<file path="config.mk">
export PLATFORM = sky130hd
export DESIGN_NAME = rmw_row_ctrl
export DESIGN_NICKNAME = d
export VERILOG_FILES = /design/src/rtl/rmw_pkg.sv /design/src/rtl/rmw_seq.sv /design/src/rtl/rmw_merge.sv /design/src/rtl/rmw_slice.sv /design/src/rtl/rmw_row_ctrl.sv
export SDC_FILE = /design/constraint.sdc
export NUM_CORES = 1
export LEC_CHECK = 0
export ABC_AREA = 1
export BUFFER_PORTS_ARGS = -buffer_cell sky130_fd_sc_hd__clkbuf_2
export CAP_MARGIN = 20
export CELL_PAD_IN_SITES_DETAIL_PLACEMENT = 2
export CELL_PAD_IN_SITES_GLOBAL_PLACEMENT = 2
export CORE_UTILIZATION = 28
export CTS_CLUSTER_DIAMETER = 120
export DETAILED_ROUTE_END_ITERATION = 12
export GPL_TIMING_DRIVEN = 0
export PLACE_DENSITY = 0.83
export SKIP_CTS_REPAIR_TIMING = 1
export SLEW_MARGIN = 30
export SYNTH_ARGS = -nofsm -noshare
export SYNTH_HDL_FRONTEND = slang
export SYNTH_SLANG_ARGS = --single-unit
</file>
<file path="constraint.sdc">
create_clock -name clk -period 3.2 [get_ports clk]
set_input_delay 0.64 -clock clk [delete_from_list [all_inputs] [get_ports clk]]
set_output_delay 0.64 -clock clk [all_outputs]
set_load 0.01 [all_outputs]
</file>
<file path="src/rtl/rmw_pkg.sv">
package rmw_pkg;
  typedef enum logic [2:0] {
    ST_IDLE,
    ST_RD_ROW,
    ST_RESP,
    ST_LATCH,
    ST_WR_ROW
  } rmw_state_t;
endpackage

</file>
<file path="src/rtl/rmw_seq.sv">
module rmw_seq
  import rmw_pkg::*;
(
  input  logic clk,
  input  logic rst,
  input  logic req_valid,
  input  logic req_write,
  output logic req_ready,
  output logic arr_re,
  output logic arr_we,
  output logic rsp_valid,
  output logic accept,
  output logic latch_en,
  output logic resp_en
);
  rmw_state_t state_q;
  logic       wr_q;

  assign accept   = req_valid && req_ready;
  assign latch_en = (state_q == ST_LATCH);
  assign resp_en  = (state_q == ST_RESP);

  always_ff @(posedge clk) begin
    if (rst) begin
      state_q   <= ST_IDLE;
      wr_q      <= 1'b0;
      req_ready <= 1'b1;
      arr_re    <= 1'b0;
      arr_we    <= 1'b0;
      rsp_valid <= 1'b0;
    end else begin
      rsp_valid <= 1'b0;
      case (state_q)
        ST_IDLE: begin
          if (accept) begin
            wr_q      <= req_write;
            arr_re    <= 1'b1;
            req_ready <= 1'b0;
            state_q   <= ST_RD_ROW;
          end
        end
        ST_RD_ROW: begin
          arr_re  <= 1'b0;
          state_q <= wr_q ? ST_LATCH : ST_RESP;
        end
        ST_RESP: begin
          rsp_valid <= 1'b1;
          req_ready <= 1'b1;
          state_q   <= ST_IDLE;
        end
        ST_LATCH: begin
          arr_we  <= 1'b1;
          state_q <= ST_WR_ROW;
        end
        ST_WR_ROW: begin
          arr_we    <= 1'b0;
          req_ready <= 1'b1;
          state_q   <= ST_IDLE;
        end
        default: state_q <= ST_IDLE;
      endcase
    end
  end

  // no acceptance window outside idle
  assert_busy_not_ready_R7: assert property (@(posedge clk) disable iff (rst)
    (state_q != ST_IDLE) |-> !req_ready);

  // the single port is never asked to read and write at once
  assert_re_we_excl_R8: assert property (@(posedge clk) disable iff (rst)
    !(arr_re && arr_we));

  // a write-back is always preceded by a row read two cycles earlier
  assert_read_before_write_R6: assert property (@(posedge clk) disable iff (rst)
    $rose(arr_we) |-> $past(arr_re, 2));

  // write-back lasts one cycle
  assert_single_write_R6: assert property (@(posedge clk) disable iff (rst)
    arr_we |=> !arr_we);

  // a response follows an array read by two cycles
  assert_resp_after_read_R2: assert property (@(posedge clk) disable iff (rst)
    rsp_valid |-> $past(arr_re, 2));

  // response is a single-cycle pulse
  assert_resp_pulse_R2: assert property (@(posedge clk) disable iff (rst)
    rsp_valid |=> !rsp_valid);
endmodule

</file>
<file path="src/rtl/rmw_merge.sv">
module rmw_merge #(
  parameter int WAYS  = 4,
  parameter int BLK_W = 32,
  localparam int WAY_W = (WAYS > 1) ? $clog2(WAYS) : 1,
  localparam int NBYTE = BLK_W / 8,
  localparam int ROW_W = WAYS * BLK_W
) (
  input  logic [ROW_W-1:0] latched_row,
  input  logic [WAY_W-1:0] sel_way,
  input  logic [BLK_W-1:0] new_data,
  input  logic [NBYTE-1:0] byte_en,
  output logic [ROW_W-1:0] merged_row
);
  for (genvar w = 0; w < WAYS; w++) begin : g_way
    for (genvar b = 0; b < NBYTE; b++) begin : g_byte
      logic take_new;
      assign take_new = (sel_way == WAY_W'(w)) && byte_en[b];
      assign merged_row[w*BLK_W + 8*b +: 8] =
        take_new ? new_data[8*b +: 8] : latched_row[w*BLK_W + 8*b +: 8];
    end
  end
endmodule

</file>
<file path="src/rtl/rmw_slice.sv">
module rmw_slice #(
  parameter int WAYS  = 4,
  parameter int BLK_W = 32,
  localparam int WAY_W = (WAYS > 1) ? $clog2(WAYS) : 1,
  localparam int ROW_W = WAYS * BLK_W
) (
  input  logic [ROW_W-1:0] row_in,
  input  logic [WAY_W-1:0] sel_way,
  output logic [BLK_W-1:0] blk_out
);
  always_comb begin
    blk_out = '0;
    for (int w = 0; w < WAYS; w++) begin
      if (sel_way == WAY_W'(w)) blk_out = row_in[w*BLK_W +: BLK_W];
    end
  end
endmodule

</file>
<file path="src/rtl/rmw_row_ctrl.sv">
module rmw_row_ctrl #(
  parameter int ROWS  = 16,
  parameter int WAYS  = 4,
  parameter int BLK_W = 32,
  localparam int ROW_AW = (ROWS > 1) ? $clog2(ROWS) : 1,
  localparam int WAY_W  = (WAYS > 1) ? $clog2(WAYS) : 1,
  localparam int NBYTE  = BLK_W / 8,
  localparam int ROW_W  = WAYS * BLK_W
) (
  input  logic              clk,
  input  logic              rst,
  input  logic              req_valid,
  output logic              req_ready,
  input  logic              req_write,
  input  logic [ROW_AW-1:0] req_row,
  input  logic [WAY_W-1:0]  req_way,
  input  logic [BLK_W-1:0]  req_wdata,
  input  logic [NBYTE-1:0]  req_bmask,
  output logic              rsp_valid,
  output logic [BLK_W-1:0]  rsp_rdata,
  output logic              arr_re,
  output logic              arr_we,
  output logic [ROW_AW-1:0] arr_addr,
  output logic [ROW_W-1:0]  arr_wdata,
  input  logic [ROW_W-1:0]  arr_rdata
);
  logic              accept, latch_en, resp_en;
  logic [WAY_W-1:0]  way_q;
  logic [BLK_W-1:0]  wdata_q;
  logic [NBYTE-1:0]  mask_q;
  logic [ROW_W-1:0]  latch_q;
  logic [BLK_W-1:0]  slice_blk;

  rmw_seq u_seq (
    .clk       (clk),
    .rst       (rst),
    .req_valid (req_valid),
    .req_write (req_write),
    .req_ready (req_ready),
    .arr_re    (arr_re),
    .arr_we    (arr_we),
    .rsp_valid (rsp_valid),
    .accept    (accept),
    .latch_en  (latch_en),
    .resp_en   (resp_en)
  );

  always_ff @(posedge clk) begin
    if (rst) begin
      arr_addr  <= '0;
      way_q     <= '0;
      wdata_q   <= '0;
      mask_q    <= '0;
      latch_q   <= '0;
      rsp_rdata <= '0;
    end else begin
      if (accept) begin
        arr_addr <= req_row;
        way_q    <= req_way;
        wdata_q  <= req_wdata;
        mask_q   <= req_bmask;
      end
      if (latch_en) latch_q <= arr_rdata;
      if (resp_en)  rsp_rdata <= slice_blk;
    end
  end

  rmw_slice #(.WAYS(WAYS), .BLK_W(BLK_W)) u_slice (
    .row_in  (arr_rdata),
    .sel_way (way_q),
    .blk_out (slice_blk)
  );

  rmw_merge #(.WAYS(WAYS), .BLK_W(BLK_W)) u_merge (
    .latched_row (latch_q),
    .sel_way     (way_q),
    .new_data    (wdata_q),
    .byte_en     (mask_q),
    .merged_row  (arr_wdata)
  );

  // write-back targets the row that was read two cycles before
  assert_wb_same_row_R6: assert property (@(posedge clk) disable iff (rst)
    $rose(arr_we) |-> (arr_addr == $past(arr_addr, 2)));

  // the address cannot move while a sequence is running
  assert_addr_hold_R9: assert property (@(posedge clk) disable iff (rst)
    (!req_ready && !$rose(arr_re)) |-> $stable(arr_addr));

  // an all-zero byte mask writes back the latched row unchanged
  assert_zero_mask_R5: assert property (@(posedge clk) disable iff (rst)
    (arr_we && (mask_q == '0)) |-> (arr_wdata == latch_q));
endmodule

</file>
Word-level counts from Yosys, hierarchy flattened. Index checks and enable logic that the tools add are counted.

Input bits: 174. Memories kept: 0. Bits in latches: 0. Bits in writable memories: 0. ROM bits: 0. Logic and storage cells: 75. Register bits: 210.

Muxes and demuxes: 29. Shift-type cells: 0. Bitwise gates (word level): 0. Eq/ne operators: 8. $add $sub $neg: 0. Multiply operators: 0. Reduce and logical (&&, ||, !) cells: 26. $lt $le $gt $ge: 0. Divide/modulo/power cells: 0.

Operators with widths (count): $mux W32 (4); $mux W8 (16); $logic_and A1 B1 Y1 (17); $pmux W3 S3 (1); $eq A3 B2 Y1 const B (2); $pmux W1 S2 (3); $reduce_and A2 Y1 (3); $reduce_bool A2 Y1 (3); $eq A2 B2 Y1 const B (2); $mux W1 (4); $eq A3 B1 Y1 const B (1); $eq A3 B3 Y1 const B (1); $logic_not A3 Y1 (1); $mux W3 (1); $eq A2 B1 Y1 const B (1); $logic_not A2 Y1 (1); $ne A2 B2 Y1 const B (1); $reduce_or A2 Y1 (1).

Depth between registers and ports, before layout.
Depth in word-level cells: 5. Mapped depth: 8. Mapped depth without buffers: 5.

Modules after synthesis. A second synthesis with hierarchy kept.

Cell total of the unflattened synthesis: 1947. Area, all modules: 11532.3 µm².

Modules (own cells, without submodules): rmw_row_ctrl (area an instance 8212.9 µm², times used 1, cells each 1279); rmw_merge (area an instance 2058.2 µm², times used 1, cells each 443); rmw_slice (area an instance 968.4 µm², times used 1, cells each 186); rmw_seq (area an instance 292.8 µm², times used 1, cells each 39).

Worst setup path before layout. Ideal clock, no wire load.

Path type: register to output. Start point: register way_q[0]. End point: output arr_wdata[42]. Arrival: 1.279 ns. Cell stages (with the launch flop): 7. Path slack: 1.281 ns. Path buffers: 2. Data required time: 2.560 ns. Cells stage by stage: dfxtp_1 buf_4 inv_2 nor2_2 nand2_1 buf_2 o21ai_0.

Longest elaborated chain between the ends: 3.

Ends and longest elaborated chain: from (decl) (line rmw_row_ctrl.sv:28) `logic [WAY_W-1:0] way_q;`; from (signal assigned) (line rmw_row_ctrl.sv:59) `way_q <= req_way;`; $eq A2 B1 Y1 (line rmw_merge.sv:17) `assign take_new = (sel_way == WAY_W'(w)) && byte_en[b];`; $logic_and A1 B1 Y1 (line rmw_merge.sv:17); $mux W8 (line rmw_merge.sv:19) `take_new ? new_data[8*b +: 8] : latched_row[w*BLK_W + 8*b +: 8];`; to (decl) (line rmw_row_ctrl.sv:24) `output logic [ROW_W-1:0] arr_wdata,`.

No other way between the ends.

Worst setup path after layout.
Start point: register way_q[0]. End point: output arr_wdata[50].

Same word-level chain as after synthesis.

==> impl_metrics.tcl <==
set metrics [dict create \
    ys_types 24 \
    dpl.hpwl_um 38400 \
    yosysTopAreaCellShare_pct 44.1 \
    ios 342 \
    yosysWarnings 0 \
    maxCapViolations 0 \
    rsz0062_at_grt "no" \
    path_cells "buf_4 > inv_2 > nor2_2 > nand2_1 > buf_2 > o21ai_0 > clkbuf_2" \
    yosysSeqAreaShare_pct 44.1 \
    crit_slowest_cell "dfxtp_1" \
    rows 67 \
    critPathArrivalTime_ns 2.46 \
    routedWlPerCell_um 22.2 \
    fin_area_um2 12600 \
    cts_buffers 25 \
    r2r_cells 4 \
    crit_family "buffers and inverters" \
    synth_area_leaders "dfxtp_1 (44%), o21ai_0 (15%), nor2_1 (13%)" \
    synthCells 1415 \
    relSlewSlack_pct 43.6 \
    ir_drop_v 0.000340 \
    cp_max_fo 10 \
    start_util_pct 28.5 \
    cts-root-buf "clkbuf_16" \
    finalHoldViolations 0 \
    drive_above_1_share_pct 25.5 \
    vias 11600 \
    p_leak_nw 5.46 \
    synthFlopType "dfxtp_1" \
    die_area_um2 34800 \
    placeableCoreArea_um2 33500 \
    insertion_delay_ns 0.52 \
    area_delta_synth_final_pct 32.4 \
    grt_pass1_wl_um 74600 \
    gr-total-overflow 0 \
    max-clock-path-buffers 3 \
    yosys-top-cells-count "nor2_1 (337), o21ai_0 (279), nand2_1 (241), dfxtp_1 (210)" \
    totalPowerFinal_mw 7.07 \
    cp.buffers_inverters 4 \
    drc 0 \
    cts.htree.levels 1 \
    fin_nets 1957 \
    grtUsageTotal_pct 28.1 \
    syn_avg_cell_area_um2 6.74 \
    synth-edff-count 0 \
    critPathMaxStageDelay_ns 0.31 \
    finalCritPeriodShare_pct 97.0 \
    synth_seq_cells 210 \
    clk_pin_slew_ns 0.06 \
    synth_nets 1589 \
    firstDrtPassIters 5 \
    power_per_cell_area_nw_per_um2 559 \
    period_minus_slack_ns 3.10 \
    max_freq_mhz 322 \
    viasPerCell 5.14 \
    worstMarginPinSlew_ns 0.846 \
    cp.required_ns 2.56 \
    cts.sinks 210 \
    finalClockSkew_ns 0.0109 \
    ant_nets 0 \
    path_depth 7 \
    cts_tree "yes" \
    async_flop_share_pct 0 \
    synth_area_leader_cell "dfxtp_1" \
    drtIter0Drc 595 \
    die_w_um 187 \
    die_h_um 187 \
    antenna_found_initial 9 \
    status "finished clean" \
    cp-start-kind "flip-flop" \
    hold_path.class "input port to flip-flop" \
    critical_path_class "flip-flop to output port" \
    detailed_place.area_um2 11800 \
    place.gp.congestion 0.832 \
    setup-tns-final_ns 0 \
    whs_path_depth 3 \
    synth_most_common_cell "nor2_1" \
    grt_pass1_vias 12400 \
    syn_area_um2 9540 \
    io_buffers 341 \
    final_max_slew_viol_count 0 \
    setup_violations 0 \
    worstSetupEndpointType "output port" \
    drt_wl_total_um 50200 \
    grt_max_degree 12 \
    holdWs_ns 0.390 \
]
[sequential cells by signal, summed over array words and instances, names as in the netlist, 2 cells and up]
signal,count
u_seq.state_q,3
arr_addr,4
rsp_rdata,32
way_q,2
mask_q,4
latch_q,128
wdata_q,32
[worst paths after layout]
path	from	end	slack (ns)
min reg2reg	rsp_rdata[20]$_SDFFE_PP0N_	rsp_rdata[20]$_SDFFE_PP0N_	0.46
min	arr_rdata[56]	latch_q[56]$_SDFFE_PP0N_	0.39
max reg2reg	u_seq.req_ready$_SDFFE_PP1P_	wdata_q[27]$_SDFFE_PP0P_	1.12
max	way_q[0]$_SDFFE_PP0P_	arr_wdata[50]	0.1
[metrics by stage]
step / std cells / setup WS [ns] / util (%)
after global placement: 2204 / 0.588 / 35.2
after CTS: 2247 / -0.0449 / 37.6
after floorplan: 1415 / 1.28 / -
after detailed placement: 2204 / 0.548 / 35.2
after global routing: 2254 / 0.0154 / 37.7
final: 2255 / 0.0971 / 37.7
[metal layers]
metal / global-route usage [%] / share of wire [%] / vias to the layer above
met5: 0 / 0.026 / -
met3: 3.82 / 5.3 / 100
met2: 48.8 / 48 / 419
li1: - / - / 5379
met4: 10.7 / 3.5 / 2
met1: 35.1 / 43 / 5685
[power breakdown]
part	leakage [nW]	total (mW)	switching (mW)	internal, mW
clock network	0.395	2.81	1.15	1.66
logic	3.36	1.38	0.960	0.425
registers	1.71	2.87	0.0951	2.78
[worst reg2reg max path: cells and delay by family, from the launching register on]
family | cells | cell delay, ns
AO/OA/AOI/OAI | 1 | 0.18
flip-flops | 1 | 0.33
buffers and inverters | 2 | 1.21
AND/OR/NAND/NOR | 1 | 0.23
[kinds of logic (layout without fill, tap and decap cells)]
family	Yosys count	count (layout)	synth area share (%)
DFF	210	210	44.1
AOI/OAI and AO/OA	402	402	22.1
and+or+nand+nor	658	658	27.5
buffers and inverters	145	529	6.41
other	0	8	0
[area by class of cell]
type / instances / area, um^2
Buffer: 102 / 452
Sequential cell: 210 / 4200
Clock inverter: 2 / 10.0
Antenna cell: 8 / 20.0
Inverter: 43 / 161
Tap cell: 448 / 561
Clock buffer: 41 / 786
Multi-Input combinational cell: 1060 / 4730
Timing Repair Buffer: 341 / 1710
Fill cell: 4125 / 20900
[cell usage in the layout (no fill, tap or decap), types with 8 or more instances in the layout]
cell       instances
o21ai_2           24
a21oi_1           70
nand2_1          239
o21ai_0          277
clkbuf_1          64
buf_2             32
dfxtp_1          210
clkbuf_2         343
o21ai_1           30
nand3_1           70
nor2_1           337
clkbuf_16         25
clkbuf_8          10
inv_1             37
diode_2            8
(Power assumes the default switching activity.)
